<file path="src/rtl/owr_pkg.sv">
package owr_pkg;

   typedef enum logic [2:0] {
      ST_CMD,
      ST_READ,
      ST_MATCH,
      ST_SEARCH,
      ST_SEL,
      ST_IDLE
   } owr_state_e;

   typedef enum logic [1:0] {
      PH_SEND,
      PH_CMPL,
      PH_RECV
   } owr_phase_e;

   localparam logic [7:0] OP_READ_ID  = 8'h33;
   localparam logic [7:0] OP_MATCH    = 8'h55;
   localparam logic [7:0] OP_SEARCH   = 8'hF0;
   localparam logic [7:0] OP_SKIP     = 8'hCC;
   localparam logic [7:0] OP_RESUME   = 8'hA5;
   localparam logic [7:0] OP_OD_SKIP  = 8'h3C;
   localparam logic [7:0] OP_OD_MATCH = 8'h69;

endpackage

</file>
<file path="src/rtl/owr_crc8.sv">
module owr_crc8 #(
   parameter int DATA_W = 56,
   parameter int CRC_W = 8,
   parameter logic [CRC_W-1:0] POLY_REV = 8'h8C
) (
   input  logic [DATA_W-1:0] data_i,
   output logic [CRC_W-1:0]  crc_o
);

   logic [CRC_W-1:0] chain [0:DATA_W];

   assign chain[0] = '0;

   for (genvar i = 0; i < DATA_W; i++) begin : g_step
      logic fb;
      assign fb = chain[i][0] ^ data_i[i];
      assign chain[i+1] = (chain[i] >> 1) ^ (fb ? POLY_REV : '0);
   end

   assign crc_o = chain[DATA_W];

endmodule

</file>
<file path="src/rtl/owr_cmd_shift.sv">
module owr_cmd_shift #(
   parameter int CMD_W = 8,
   localparam int CNT_W = $clog2(CMD_W)
) (
   input  logic             clk,
   input  logic             rst_n,
   input  logic             clear,
   input  logic             en,
   input  logic             rx_valid,
   input  logic             rx_bit,
   output logic             done,
   output logic [CMD_W-1:0] byte_o
);

   logic [CNT_W-1:0] cnt;
   logic [CMD_W-2:0] sr;
   logic             last;

   assign last   = (cnt == CNT_W'(CMD_W - 1));
   assign done   = en && !clear && rx_valid && last;
   assign byte_o = {rx_bit, sr};

   always_ff @(posedge clk or negedge rst_n) begin
      if (!rst_n) begin
         cnt <= '0;
         sr  <= '0;
      end else if (clear || !en) begin
         cnt <= '0;
      end else if (rx_valid) begin
         sr  <= {rx_bit, sr[CMD_W-2:1]};
         cnt <= last ? '0 : cnt + 1'b1;
      end
   end

endmodule

</file>
<file path="src/rtl/owr_rom_layer.sv">
module owr_rom_layer
   import owr_pkg::*;
#(
   parameter int ID_W   = 64,
   parameter int CRC_W  = 8,
   parameter int CMD_W  = 8,
   parameter bit HAS_OD = 1'b1,
   localparam int BODY_W = ID_W - CRC_W,
   localparam int IDX_W  = $clog2(ID_W)
) (
   input  logic              clk,
   input  logic              rst_n,
   input  logic              bus_reset,
   input  logic              reset_long,
   input  logic              rx_valid,
   input  logic              rx_bit,
   input  logic              rd_slot,
   input  logic [BODY_W-1:0] rom_id_in,
   output logic              tx_bit,
   output logic              selected,
   output logic              overdrive
);

   if (ID_W <= CRC_W) begin : g_bad_id_w
      $error("ID_W must exceed CRC_W");
   end
   if (CMD_W != 8) begin : g_bad_cmd_w
      $error("command opcodes are 8 bits wide");
   end

   owr_state_e       st;
   owr_phase_e       ph;
   logic [IDX_W-1:0] idx;
   logic             rc;
   logic [CRC_W-1:0] crc;
   logic [ID_W-1:0]  full_id;
   logic             id_bit;
   logic             idx_last;
   logic             cmd_done;
   logic [CMD_W-1:0] cmd_byte;
   logic             od_save;
   logic             od_raise;
   logic             od_restore;

   owr_crc8 #(.DATA_W(BODY_W), .CRC_W(CRC_W)) u_crc (
      .data_i (rom_id_in),
      .crc_o  (crc)
   );

   assign full_id  = {crc, rom_id_in};
   assign id_bit   = full_id[idx];
   assign idx_last = (idx == IDX_W'(ID_W - 1));

   owr_cmd_shift #(.CMD_W(CMD_W)) u_cmd (
      .clk      (clk),
      .rst_n    (rst_n),
      .clear    (bus_reset),
      .en       (st == ST_CMD),
      .rx_valid (rx_valid),
      .rx_bit   (rx_bit),
      .done     (cmd_done),
      .byte_o   (cmd_byte)
   );

   // overdrive control strobes
   always_comb begin
      od_save    = 1'b0;
      od_raise   = 1'b0;
      od_restore = 1'b0;
      if (!bus_reset) begin
         if (st == ST_CMD && cmd_done) begin
            od_save  = (cmd_byte == OP_MATCH) || (cmd_byte == OP_OD_MATCH);
            od_raise = (cmd_byte == OP_OD_MATCH) || (cmd_byte == OP_OD_SKIP);
         end
         if (st == ST_MATCH && rx_valid && rx_bit != id_bit)
            od_restore = 1'b1;
      end
   end

   if (HAS_OD) begin : g_od
      logic od_prev;
      always_ff @(posedge clk or negedge rst_n) begin
         if (!rst_n) begin
            overdrive <= 1'b0;
            od_prev   <= 1'b0;
         end else if (bus_reset) begin
            if (reset_long) overdrive <= 1'b0;
         end else begin
            if (od_save) od_prev <= overdrive;
            if (od_raise) overdrive <= 1'b1;
            else if (od_restore) overdrive <= od_prev;
         end
      end
   end else begin : g_no_od
      assign overdrive = 1'b0;
   end

   // command and addressing sequencer
   always_ff @(posedge clk or negedge rst_n) begin
      if (!rst_n) begin
         st       <= ST_CMD;
         ph       <= PH_SEND;
         idx      <= '0;
         rc       <= 1'b0;
         selected <= 1'b0;
      end else if (bus_reset) begin
         st       <= ST_CMD;
         ph       <= PH_SEND;
         idx      <= '0;
         selected <= 1'b0;
      end else begin
         case (st)
            ST_CMD: if (cmd_done) begin
               idx <= '0;
               ph  <= PH_SEND;
               case (cmd_byte)
                  OP_READ_ID: begin st <= ST_READ;   rc <= 1'b0; end
                  OP_MATCH:   begin st <= ST_MATCH;  rc <= 1'b0; end
                  OP_SEARCH:  begin st <= ST_SEARCH; rc <= 1'b0; end
                  OP_SKIP: begin
                     st <= ST_SEL; selected <= 1'b1; rc <= 1'b0;
                  end
                  OP_RESUME: begin
                     if (rc) begin st <= ST_SEL; selected <= 1'b1; end
                     else st <= ST_IDLE;
                  end
                  OP_OD_SKIP: begin
                     if (HAS_OD) begin
                        st <= ST_SEL; selected <= 1'b1; rc <= 1'b0;
                     end else st <= ST_IDLE;
                  end
                  OP_OD_MATCH: begin
                     if (HAS_OD) begin st <= ST_MATCH; rc <= 1'b0; end
                     else st <= ST_IDLE;
                  end
                  default: st <= ST_IDLE;
               endcase
            end
            ST_READ: if (rd_slot) begin
               if (idx_last) begin
                  st <= ST_SEL; selected <= 1'b1; rc <= 1'b1;
               end else idx <= idx + 1'b1;
            end
            ST_MATCH: if (rx_valid) begin
               if (rx_bit != id_bit) st <= ST_IDLE;
               else if (idx_last) begin
                  st <= ST_SEL; selected <= 1'b1; rc <= 1'b1;
               end else idx <= idx + 1'b1;
            end
            ST_SEARCH: begin
               case (ph)
                  PH_SEND: if (rd_slot) ph <= PH_CMPL;
                  PH_CMPL: if (rd_slot) ph <= PH_RECV;
                  default: if (rx_valid) begin
                     if (rx_bit != id_bit) st <= ST_IDLE;
                     else if (idx_last) begin
                        st <= ST_SEL; selected <= 1'b1; rc <= 1'b1;
                     end else begin
                        idx <= idx + 1'b1;
                        ph  <= PH_SEND;
                     end
                  end
               endcase
            end
            default: ;
         endcase
      end
   end

   always_comb begin
      tx_bit = 1'b1;
      if (st == ST_READ) tx_bit = id_bit;
      else if (st == ST_SEARCH && ph == PH_SEND) tx_bit = id_bit;
      else if (st == ST_SEARCH && ph == PH_CMPL) tx_bit = !id_bit;
   end


   reset_desel_chk: assert property (@(posedge clk) disable iff (!rst_n)
      bus_reset |=> !selected);


   long_reset_od_chk: assert property (@(posedge clk) disable iff (!rst_n)
      (bus_reset && reset_long) |=> !overdrive);


   rc_keep_chk: assert property (@(posedge clk) disable iff (!rst_n)
      bus_reset |=> (rc == $past(rc)));


   search_cmpl_chk: assert property (@(posedge clk) disable iff (!rst_n)
      (st == ST_SEARCH && ph == PH_SEND && rd_slot && !bus_reset)
      |=> (tx_bit == !$past(tx_bit)));


   idle_quiet_chk: assert property (@(posedge clk) disable iff (!rst_n)
      (st == ST_IDLE && !bus_reset) |=> (!selected && tx_bit));

endmodule

</file>
<file path="config.mk">
export PLATFORM = sky130hd
export DESIGN_NAME = owr_rom_layer
export DESIGN_NICKNAME = d
export VERILOG_FILES = /design/src/rtl/owr_pkg.sv /design/src/rtl/owr_crc8.sv /design/src/rtl/owr_cmd_shift.sv /design/src/rtl/owr_rom_layer.sv
export SDC_FILE = /design/constraint.sdc
export NUM_CORES = 1
export LEC_CHECK = 0
export BUFFER_PORTS_ARGS = -buffer_cell sky130_fd_sc_hd__buf_2
export CAP_MARGIN = 0
export CORE_MARGIN = 2
export CORE_UTILIZATION = 41
export CTS_CLUSTER_DIAMETER = 80
export DETAILED_ROUTE_END_ITERATION = 12
export SYNTH_ARGS = -nofsm -noshare
export SYNTH_HDL_FRONTEND = slang
export SYNTH_SLANG_ARGS = --single-unit
</file>
<file path="constraint.sdc">
create_clock -name clk -period 4.77 [get_ports clk]
set_input_delay 0.477 -clock clk [delete_from_list [all_inputs] [get_ports clk]]
set_output_delay 0.477 -clock clk [all_outputs]
set_load 0.01 [all_outputs]
</file>
==> metrics <==
status complete, but fails checks; failing checks setup timing; Area contributors post-synth xnor3_1, xnor2_1, dfrtp_1; Final Skew 0.002916 ns; clk slew on worst S/H paths 0.09 ns; Ys Warns 0; vias in the first global route 3,265; row count 36; routed vias 3,218; xor and xnor area share after synthesis 50.48%; FFs w/ async S/R, synth 100.0%; DR WL/cell 18.07 um; Post-synth EDFFs 0; number of buffers added on ports 65; main flop type after synthesis dfrtp_1; share of cells above drive strength 1 44.38%; antenna viol nets, final 0; later-pin clock latency in the skew report 0.27 ns; Tmin final 4.836 ns; relative slew slack 41.62%; pin count of the biggest net entering global routing 26; Avg Cell Area, Syn 11.56 um^2; Synth area leader xnor3_1; MaxCap Viol Count 0; Yosys reg bits 25; crit start category input port; Synth Area in Compound Gates 8.001%; grt ovf 0; count leader, synth xnor2_1; area added between synthesis and finish 27.45%; GRT Total Usage 19.99%; htree depth 1; Iter 0 DRT Violations 211; Cell Area, Placed 0.005021 mm^2; IO Pins 66; sequential share of the synthesized area 14.87%; drt pass-1 iters 4; core area 0.009864 mm^2; Synth Area in Adders 0.8923%; mux contribution to synthesized area 13.27%; fmax 206.8 MHz; setup violators final 1; Post-layout nets 547; crit path DAT 4.36 ns; top cells by count, synth xnor2_1, xnor3_1, dfrtp_1, nand2_1, xor2_1; Final Cycle Share 101.4%; Simple-Gate Fraction of Synth Area 10.62%; Die Width 105.3 um; Setup WS post-layout -0.06621 ns; TritonCTS Buffers 3; Routed WL 11,070 um; Filler cells 863; Die Area 0.01109 mm^2; clk root buf clkbuf_8; WS Path Type in2out; # hold bufs at CTS 0; final-report hold violation count 0; cell count after synthesis 364; clk buf depth 2; initial antenna violation count 0; crit end category primary output; mapped cell area 0.004207 mm^2; first-pass GRT wire length 17,470 um; Vias/cell 5.250; initial cell density of the core 42.64%; CTS tree built; post-route cell area 0.005361 mm^2; Synth cell types 62; Max Transition Viols Final 0; min-delay worst type in2async; critical path required time 4.29 ns; RSZ-0062 raised after global routing true; post-synth net total 430; RePlAce Congestion 0.8629; share of Yosys cell area claimed by the top area cell type 16.06%; die height 105.3 um; Num Clock Sinks 25; DR DRC count 0; Least-Margin Pin Slew 0.8756 ns; HPWL Detailed 9062 um; antenna cell count 0; CP max FO 4; main combinational cell family by area after synthesis XOR/XNOR gates
[final cells by class]
class                           instances  area (um^2)  area share, %
Clock buffer                            3        41.29         0.7701
Sequential cell                        25        625.6          11.67
Clock inverter                          1        7.507         0.1400
Tap cell                              133        166.4          3.104
Inverter                                7        26.28         0.4901
Multi-Input combinational cell        320         3719          69.36
Timing Repair Buffer                  124        775.7          14.47
[worst paths after layout]
path	endpoint	start	cells past startpoint	slack, ns
setup / recovery	tx_bit	rom_id_in[6]	16	-0.07
hold / removal	idx[0]$_DFFE_PN0P_	rst_n	1	0.20
setup reg to reg	overdrive$_DFFE_PN0P_	idx[0]$_DFFE_PN0P_	12	0.43
hold reg to reg	rc$_DFFE_PN0P_	rc$_DFFE_PN0P_	1	0.52
max in group asynchronous	u_cmd.sr[5]$_DFFE_PN0P_	rst_n	1	4.18
min in group clk	overdrive$_DFFE_PN0P_	reset_long	2	0.37
[layer usage]
| layer | GRT usage, % | vias to the layer above | share of wire, % |
|---|---|---|---|
| met5 | 0 | - | 0 |
| met4 | 1.905 | 0 | 0.68 |
| met3 | 1.793 | 7 | 4.4 |
| met2 | 31.94 | 86 | 47 |
| met1 | 30.63 | 1577 | 48 |
| li1 | - | 1548 | - |
[critical path, stage by stage]
cell	delay [ns]
buf_2	0.09
xnor3_2	0.43
buf_4	0.18
xor2_4	0.16
xnor2_2	0.17
xnor3_2	0.51
xnor2_1	0.35
xnor3_1	0.44
xnor3_1	0.39
xnor2_1	0.14
nor3b_2	0.25
o32ai_4	0.15
o31ai_1	0.23
buf_4	0.16
nand3b_1	0.06
buf_2	0.15
[flip-flops by register name, summed over array words and instances, names as in the netlist]
register,cells
u_cmd.sr,7
idx,6
st,3
u_cmd.cnt,3
ph,2
g_od.od_prev,1
overdrive,1
rc,1
selected,1
[cells by family (layout without fill, tap and decap cells)]
group | count (synthesis) | count (layout)
AO/OA/AOI/OAI | 48 | 48
adder cells (fa/ha/maj) | 3 | 3
buffers and inverters | 19 | 135
XOR/XNOR | 154 | 154
AND/OR/NAND/NOR | 82 | 82
multiplexers | 33 | 33
flip-flops | 25 | 25
[metrics by stage]
stage	cells	hold WS, ns	worst slack [ns]	utilization (%)	setup TNS (ns)
2_1_floorplan	364	0.1814	0.05650	-	0
3_3_place_gp	600	0.4967	-0.1687	50.90	-1.064
3_5_place_dp	600	0.5026	-0.2576	50.90	-1.952
4_1_cts	604	0.2106	-0.06823	51.69	-0.06823
5_1_grt	613	0.2311	-0.2223	54.35	-0.4048
6_report	613	0.1993	-0.06621	54.35	-0.06621
[cells in the final DEF (no fill, tap or decap), drive strengths merged, types with 2 or more instances in the layout]
cell    netlist  layout
ha            3       3
xor2         22      22
o21a          2       2
nand2        19      19
o31ai         2       2
o21ai        13      13
nor2         17      17
mux4         17      17
o22ai         2       2
buf           6     124
mux2          9       9
or3           4       4
nor3          9       9
a211oi        2       2
xnor3        38      38
nor2b         2       2
xnor2        85      85
mux2i         7       7
dfrtp        25      25
clkbuf        6       3
nor4bb        2       2
nand3b        4       4
nand2b        5       5
inv           7       7
or2           2       2
nand3         6       6
a21oi        17      17
nand4         4       4
nor4          2       2
nor3b         4       4
xor3          9       9
[repair_timing]
action                     CTS  global route
setup buffers                0             9
setup endpoints to repair    1             7
gates resized for setup      6            33
pin swaps                    0            32
Power is not shown: default switching activity piles up to over one toggle a cycle in this logic, so the estimate is an artifact.
